### src/rtl/tjs_pkg.sv
package tjs_pkg;

    typedef enum logic [1:0] {
        J_IDLE,
        J_XMIT,
        J_HOLD,
        J_COOL
    } jab_st_t;

    typedef enum logic [1:0] {
        S_IDLE,
        S_WAIT,
        S_PULSE
    } sqe_st_t;

    // microsecond interval to clock cycles, never below one
    function automatic int unsigned us_to_cyc(input int unsigned hz, input int unsigned us);
        int unsigned c;
        c = (hz / 1_000_000) * us;
        return (c == 0) ? 1 : c;
    endfunction

endpackage

### src/rtl/tjs_timer.sv
module tjs_timer #(
    parameter int unsigned CW    = 8,
    parameter int unsigned SAT_V = 255
) (
    input  logic          clk,
    input  logic          rst_n,
    input  logic          clr_i,
    input  logic          run_i,
    output logic [CW-1:0] cnt_o
);
    localparam logic [CW-1:0] SAT_C = CW'(SAT_V);

    logic [CW-1:0] cnt_q;

    always_ff @(posedge clk or negedge rst_n) begin
        if (!rst_n) begin
            cnt_q <= '0;
        end else if (clr_i) begin
            cnt_q <= '0;
        end else if (run_i && (cnt_q != SAT_C)) begin
            cnt_q <= cnt_q + 1'b1;
        end
    end

    assign cnt_o = cnt_q;

    AST_TIMER_SAT: assert property (@(posedge clk) disable iff (!rst_n)
        cnt_q <= SAT_C);
endmodule

### src/rtl/tjs_jabber_fsm.sv
module tjs_jabber_fsm
    import tjs_pkg::*;
#(
    parameter int unsigned JAB_CYC  = 1000,
    parameter int unsigned IDLE_CYC = 10000,
    parameter int unsigned CW       = 14
) (
    input  logic clk,
    input  logic rst_n,
    input  logic tx_en_i,
    input  logic jab_en_i,
    output logic jabbed_o,
    output logic frame_done_o,
    output logic jab_entry_o
);
    localparam int unsigned MAXC = (JAB_CYC > IDLE_CYC) ? JAB_CYC : IDLE_CYC;
    localparam logic [CW-1:0] JAB_LAST  = CW'(JAB_CYC - 1);
    localparam logic [CW-1:0] IDLE_LAST = CW'(IDLE_CYC - 1);

    jab_st_t       st_q, st_d;
    logic [CW-1:0] cnt;
    logic          t_clr, t_run;

    tjs_timer #(.CW(CW), .SAT_V(MAXC - 1)) u_tmr (
        .clk   (clk),
        .rst_n (rst_n),
        .clr_i (t_clr),
        .run_i (t_run),
        .cnt_o (cnt)
    );

    always_ff @(posedge clk or negedge rst_n) begin
        if (!rst_n) st_q <= J_IDLE;
        else        st_q <= st_d;
    end

    always_comb begin
        st_d = st_q;
        unique case (st_q)
            J_IDLE: if (tx_en_i) st_d = J_XMIT;
            J_XMIT: begin
                if (!tx_en_i)                           st_d = J_IDLE;
                else if (jab_en_i && cnt >= JAB_LAST)   st_d = J_HOLD;
            end
            J_HOLD: if (!tx_en_i) st_d = J_COOL;
            J_COOL: begin
                if (tx_en_i)                st_d = J_HOLD;
                else if (cnt >= IDLE_LAST)  st_d = J_IDLE;
            end
            default: st_d = J_IDLE;
        endcase
    end

    always_comb begin
        t_clr        = (st_d != st_q);
        t_run        = (st_q == J_XMIT) || (st_q == J_COOL);
        jabbed_o     = (st_q == J_HOLD) || (st_q == J_COOL);
        frame_done_o = (st_q == J_XMIT) && !tx_en_i;
        jab_entry_o  = (st_q == J_XMIT) && (st_d == J_HOLD);
    end

    AST_JAB_NEEDS_EN: assert property (@(posedge clk) disable iff (!rst_n)
        (st_q == J_HOLD && $past(st_q) == J_XMIT) |-> ($past(jab_en_i) && $past(tx_en_i)));
    AST_COOL_AFTER_LOW: assert property (@(posedge clk) disable iff (!rst_n)
        (st_q == J_COOL) |-> !$past(tx_en_i));
    AST_COOL_TO_HOLD: assert property (@(posedge clk) disable iff (!rst_n)
        (st_q == J_HOLD && $past(st_q) == J_COOL) |-> $past(tx_en_i));
endmodule

### src/rtl/tjs_sqe_fsm.sv
module tjs_sqe_fsm
    import tjs_pkg::*;
#(
    parameter int unsigned DLY_CYC = 20,
    parameter int unsigned WID_CYC = 20,
    parameter int unsigned CW      = 5
) (
    input  logic clk,
    input  logic rst_n,
    input  logic frame_done_i,
    input  logic tp_mode_i,
    input  logic sqe_dis_i,
    output logic hb_o
);
    localparam int unsigned MAXC = (DLY_CYC > WID_CYC) ? DLY_CYC : WID_CYC;
    localparam logic [CW-1:0] DLY_LAST = CW'(DLY_CYC - 1);
    localparam logic [CW-1:0] WID_LAST = CW'(WID_CYC - 1);

    sqe_st_t       st_q, st_d;
    logic [CW-1:0] cnt;
    logic          t_clr, t_run;

    tjs_timer #(.CW(CW), .SAT_V(MAXC - 1)) u_tmr (
        .clk   (clk),
        .rst_n (rst_n),
        .clr_i (t_clr),
        .run_i (t_run),
        .cnt_o (cnt)
    );

    always_ff @(posedge clk or negedge rst_n) begin
        if (!rst_n) st_q <= S_IDLE;
        else        st_q <= st_d;
    end

    always_comb begin
        st_d = st_q;
        unique case (st_q)
            S_IDLE:  if (frame_done_i && tp_mode_i && !sqe_dis_i) st_d = S_WAIT;
            S_WAIT:  if (cnt >= DLY_LAST) st_d = S_PULSE;
            S_PULSE: if (cnt >= WID_LAST) st_d = S_IDLE;
            default: st_d = S_IDLE;
        endcase
    end

    always_comb begin
        t_clr = (st_d != st_q);
        t_run = (st_q != S_IDLE);
        hb_o  = (st_q == S_PULSE);
    end

    AST_ARM_GATED: assert property (@(posedge clk) disable iff (!rst_n)
        (st_q == S_WAIT && $past(st_q) == S_IDLE) |-> ($past(tp_mode_i) && !$past(sqe_dis_i)));
    AST_PULSE_BOUND: assert property (@(posedge clk) disable iff (!rst_n)
        (st_q == S_PULSE) |-> (cnt <= WID_LAST));
endmodule

### src/rtl/tjs_supervisor.sv
module tjs_supervisor
    import tjs_pkg::*;
#(
    parameter int unsigned CLK_HZ         = 20_000_000,
    parameter int unsigned JAB_LIMIT_US   = 50_000,
    parameter int unsigned UNJAB_IDLE_US  = 500_000,
    parameter int unsigned SQE_DELAY_US   = 1,
    parameter int unsigned SQE_WIDTH_US   = 1
) (
    input  logic clk,
    input  logic rst_n,
    input  logic tx_en_i,
    input  logic jab_en_i,
    input  logic sqe_dis_i,
    input  logic tp_mode_i,
    input  logic line_col_i,
    input  logic stat_rd_i,
    output logic tx_en_o,
    output logic jab_stat_o,
    output logic col_o
);
    localparam int unsigned JAB_CYC  = us_to_cyc(CLK_HZ, JAB_LIMIT_US);
    localparam int unsigned IDLE_CYC = us_to_cyc(CLK_HZ, UNJAB_IDLE_US);
    localparam int unsigned DLY_CYC  = us_to_cyc(CLK_HZ, SQE_DELAY_US);
    localparam int unsigned WID_CYC  = us_to_cyc(CLK_HZ, SQE_WIDTH_US);
    localparam int unsigned JMAX     = (JAB_CYC > IDLE_CYC) ? JAB_CYC : IDLE_CYC;
    localparam int unsigned SMAX     = (DLY_CYC > WID_CYC) ? DLY_CYC : WID_CYC;
    localparam int unsigned JCW      = $clog2(JMAX + 1);
    localparam int unsigned SCW      = $clog2(SMAX + 1);

    logic jabbed, frame_done, jab_entry, hb;
    logic stat_q;

    tjs_jabber_fsm #(.JAB_CYC(JAB_CYC), .IDLE_CYC(IDLE_CYC), .CW(JCW)) u_jab (
        .clk          (clk),
        .rst_n        (rst_n),
        .tx_en_i      (tx_en_i),
        .jab_en_i     (jab_en_i),
        .jabbed_o     (jabbed),
        .frame_done_o (frame_done),
        .jab_entry_o  (jab_entry)
    );

    tjs_sqe_fsm #(.DLY_CYC(DLY_CYC), .WID_CYC(WID_CYC), .CW(SCW)) u_sqe (
        .clk          (clk),
        .rst_n        (rst_n),
        .frame_done_i (frame_done),
        .tp_mode_i    (tp_mode_i),
        .sqe_dis_i    (sqe_dis_i),
        .hb_o         (hb)
    );

    // sticky status: entry wins over a same-cycle read
    always_ff @(posedge clk or negedge rst_n) begin
        if (!rst_n)         stat_q <= 1'b0;
        else if (jab_entry) stat_q <= 1'b1;
        else if (stat_rd_i) stat_q <= 1'b0;
    end

    always_comb begin
        tx_en_o    = tx_en_i & ~jabbed;
        jab_stat_o = stat_q;
        col_o      = hb | line_col_i;
    end

    AST_STAT_ON_ENTRY: assert property (@(posedge clk) disable iff (!rst_n)
        $rose(jabbed) |-> jab_stat_o);
    AST_NO_HB_WHEN_JABBED: assert property (@(posedge clk) disable iff (!rst_n)
        ($fell(jabbed) && !tx_en_i) |-> !hb);
endmodule

### config.mk
export PLATFORM = sky130hd
export DESIGN_NAME = tjs_supervisor
export DESIGN_NICKNAME = d
export VERILOG_FILES = /design/src/rtl/tjs_pkg.sv /design/src/rtl/tjs_timer.sv /design/src/rtl/tjs_jabber_fsm.sv /design/src/rtl/tjs_sqe_fsm.sv /design/src/rtl/tjs_supervisor.sv
export SDC_FILE = /design/constraint.sdc
export NUM_CORES = 1
export LEC_CHECK = 0
export BUFFER_PORTS_ARGS = -buffer_cell sky130_fd_sc_hd__buf_2
export CAP_MARGIN = 25
export CELL_PAD_IN_SITES_DETAIL_PLACEMENT = 1
export CELL_PAD_IN_SITES_GLOBAL_PLACEMENT = 1
export CORE_MARGIN = 3
export CORE_UTILIZATION = 47
export CTS_CLUSTER_DIAMETER = 120
export DETAILED_ROUTE_END_ITERATION = 8
export PLACE_DENSITY_LB_ADDON = 0.1
export SYNTH_ARGS = -nofsm -noshare
export SYNTH_HDL_FRONTEND = slang
export SYNTH_SLANG_ARGS = --single-unit
### constraint.sdc
create_clock -name clk -period 2.9 [get_ports clk]
set_input_delay 0.145 -clock clk [delete_from_list [all_inputs] [get_ports clk]]
set_output_delay 0.145 -clock clk [all_outputs]
set_load 0.005 [all_outputs]
==> impl_results.md <==
- Outcome: completed
- Synth cell types: 47
- Yosys top cell by area: dfrtp_1
- Synth async-reset ratio: 1.00
- Sequential share of power: 0.495
- Final nets: 242
- Post CTS Setup Buffer Count: 0
- Initial Util: 0.502
- Post-Syn Nets: 234
- Sequential area share after synthesis: 0.412
- Setup TNS: 0 ps
- Root Buffer: clkbuf_8
- Hold depth: 2
- Worst EP arrival: 2560 ps
- Synthesized area: between 2000 and 2500 sq um
- Critical path class: flip-flop to flip-flop
- Leakage power: ~0.9 nW
- Overflow after GRT: 0
- Worst VDD drop: 0.386 mV
- Sw power: between 0.0003 and 0.0004 W
- Internal power: around 0.00081 W
- Pre-CTS setup slack: roughly 550 ps
- # IOs: 11
- Clock share of power: 0.307
- Most used cell, CP: or4_1
- R2R depth: 5
- Tot GR Track Use: 0.218
- DRT Wirelength: 5.14 mm
- Maxcap violations: 0
- R2R setup slack: around 510 ps
- Layout cell share with drive strength beyond 1: 0.124
- Pwr dens: 529 nW/um^2
- RePlAce Congestion: around 0.86
- CTS tree: yes
- Crit Path Max Fanout: 8
- Reg-to-reg critical path startpoint: u_jab.u_tmr.cnt_o[22]$_DFFE_PN0P_
- IO Port Bufs: 10
- Number of synthesized flops with an enable pin: 0
- Clock sinks: 34
- Setup crit start kind: flip-flop
- Cell chain of the critical path: or4_1 -> or4_1 -> o21ai_4 -> mux2i_1 -> a21oi_2
- Main synth FF type: dfrtp_1
- Post-layout util: 0.539
- WP data required: a little over 3000 ps
- Site Rows: 23
- Routed WL per cell: between 15 and 20 um
- Post-cts sizing count: 0
- Final Max Slew Viols: 0
- Hold Violations, Final: 0
- Vias in the first global route: ~1900
- Chip height: ~72 um
- Slowest stage cell, crit path: or4_1
- P&R area growth vs syn: 7.33%
- Setup crit end kind: flip-flop
- RSZ-0062 raised after global routing: false
- Hold Path Class: input port to flip-flop
- Later-pin clock latency in the skew report: around 290 ps
- Average cell area after synthesis: between 9 and 10 sq um
- Most common cell after layout, fill and taps aside: dfrtp_1
- Switching part of the total: 0.313
- Post-DRT Antenna Nets: 0
- Clock Path Buffers: 2
- Mapped Cells: between 200 and 250
- Synth area leaders: dfrtp_1 (41%), a21oi_1 (5.1%), xor2_1 (5.1%)
- Crit-path max cell delay: 700 ps
- CTS Hold Buffers Added: 1
- Total power: roughly 0.0012 W
- N_diodes: 0
- Core area: 4120 sq um
- H-tree Lvls: 2
- Top-area cell type share of the netlist area: 0.412
- Final setup fails: 0
- Min-delay src: stat_rd_i
- Final worst-path cycle share: 0.824
- First-pass GRT wire length: 8.85 mm
- Post-DP HPWL: 3.64 mm
- Fmax: about 420 MHz
- Slew headroom: 0.478
- Drt first-iter violations: 50
- Hold Path End: jab_stat_o$_DFFE_PN0P_
- TritonRoute pass-1 iters: 4
- Initial antenna violation count: 0
- DRC viols: 0
- DR vias: between 1500 and 2000
- Warnings, synthesis: 0
- Layout Skew: a little under 4 ps
- TritonCTS buffer count: 5
- #FFs+latches synth: 34
- Slew @ Worst Pin: approximately 780 ps
- Setup ws final: 509 ps
- Via/cell ratio: approximately 6.5
- Die area: between 5000 and 6000 sq um
- Largest net degree at the start of global routing: 35
- Clk pin slew, worst setup/hold paths: ~70 ps
- Most frequent cells in the layout: dfrtp_1 (34), a21oi_1 (21), nor2_1 (18), nand3_1 (12), xor2_1 (12)
- Final worst path period need: between 2000 and 2500 ps
- Combinational share of power: 0.198
- Die width: about 72 um
- Worst flop-to-flop path endpoint: u_jab.u_tmr.cnt_o[1]$_DFFE_PN0P_
## power groups by stage
stage	Combinational [W]	Clock, W	Sequential (W)
finish	0.000232	0.000361	0.000581
global route	0.000258	0.000399	0.000588
CTS	0.000237	0.000377	0.000580
detailed placement	0.000234	0	0.000589
global placement	0.000209	0	0.000583
floorplan	0.000176	0	0.000570
## flip-flops by register name (all words and copies together) (netlist names)
name	count
u_sqe.u_tmr.cnt_o	5
u_jab.st_q	2
jab_stat_o	1
u_sqe.st_q	2
u_jab.u_tmr.cnt_o	24
## metrics by stage
stage	hold slack, ps	instances	area, sq um
floorplan	-151	224	2070
global placement	248	274	2120
detailed placement	265	274	2120
CTS	16.1	283	2220
global route	12.9	283	2220
finish	24.2	283	2220
## kinds of logic (layout without fill, tap and decap cells)
group,after synthesis,count (layout),synth area share
and+or+nand+nor,88,88,0.237
AOI/OAI and AO/OA,58,58,0.184
DFF,34,34,0.412
xor gates and xnor gates,21,21,0.0890
buffers and inverters,18,27,0.0509
muxes,3,3,0.0151
adders and majority gates,2,2,0.0121
## how the worst max path moves through the flow
stage	from	end	depth (start not counted)	slack [ps]
floorplan	u_jab.u_tmr.cnt_o[22]$_DFFE_PN0P_	u_jab.u_tmr.cnt_o[1]$_DFFE_PN0P_	6	780
global placement	u_jab.u_tmr.cnt_o[22]$_DFFE_PN0P_	u_jab.u_tmr.cnt_o[6]$_DFFE_PN0P_	5	600
detailed placement	u_jab.u_tmr.cnt_o[22]$_DFFE_PN0P_	u_jab.u_tmr.cnt_o[1]$_DFFE_PN0P_	5	550
CTS	u_jab.u_tmr.cnt_o[22]$_DFFE_PN0P_	u_jab.u_tmr.cnt_o[1]$_DFFE_PN0P_	5	530
global route	u_jab.u_tmr.cnt_o[22]$_DFFE_PN0P_	u_jab.u_tmr.cnt_o[4]$_DFFE_PN0P_	5	390
finish	u_jab.u_tmr.cnt_o[22]$_DFFE_PN0P_	u_jab.u_tmr.cnt_o[1]$_DFFE_PN0P_	5	510
## synth_stat cells (2+ instances only)
cell type and count:
dfrtp_1 34, a21oi_1 21, nor2_1 18, nand3_1 12, xor2_1 12, nand2_1 11
o21ai_0 11, xnor2_1 9, or4_1 8, nand4_1 7, inv_1 6, nor3_1 6
a22oi_1 5, nor4_1 5, and3_1 4, buf_6 4, clkbuf_1 4, o31ai_1 4
or3_1 4, and4_1 3, buf_2 3, o211ai_1 3, a31oi_1 2, ha_1 2
mux2i_1 2, nor2b_1 2, o2111ai_1 2
## metal layers
metal / part of all wire / global-route usage / vias to the layer above / wire (um)
li1: - / - / 848 / -
met1: 0.45 / 0.264 / 942 / 2290
met2: 0.51 / 0.372 / 27 / 2620
met3: 0.025 / 0.0485 / 11 / 126
met4: 0.018 / 0.0939 / 0 / 94
met5: 0 / 0 / - / 0
## layout make-up
class	instances	area (sq um)
fillers	496	1900
multi-input cells	172	1110
flip-flops and latches	34	851
clock buffers	7	86.3
repair buffers	13	75.1
well taps	50	62.6
inverters	6	22.5
clock inverters	1	5.00
## worst max-delay path, delay by kind of cell, from the launching register on
kind / cells / cell delay, ps
mux: 1 / 250
compound gates: 2 / 310
flops: 1 / 430
simple gates: 2 / 1280
Power figures use the tool's default switching activity.
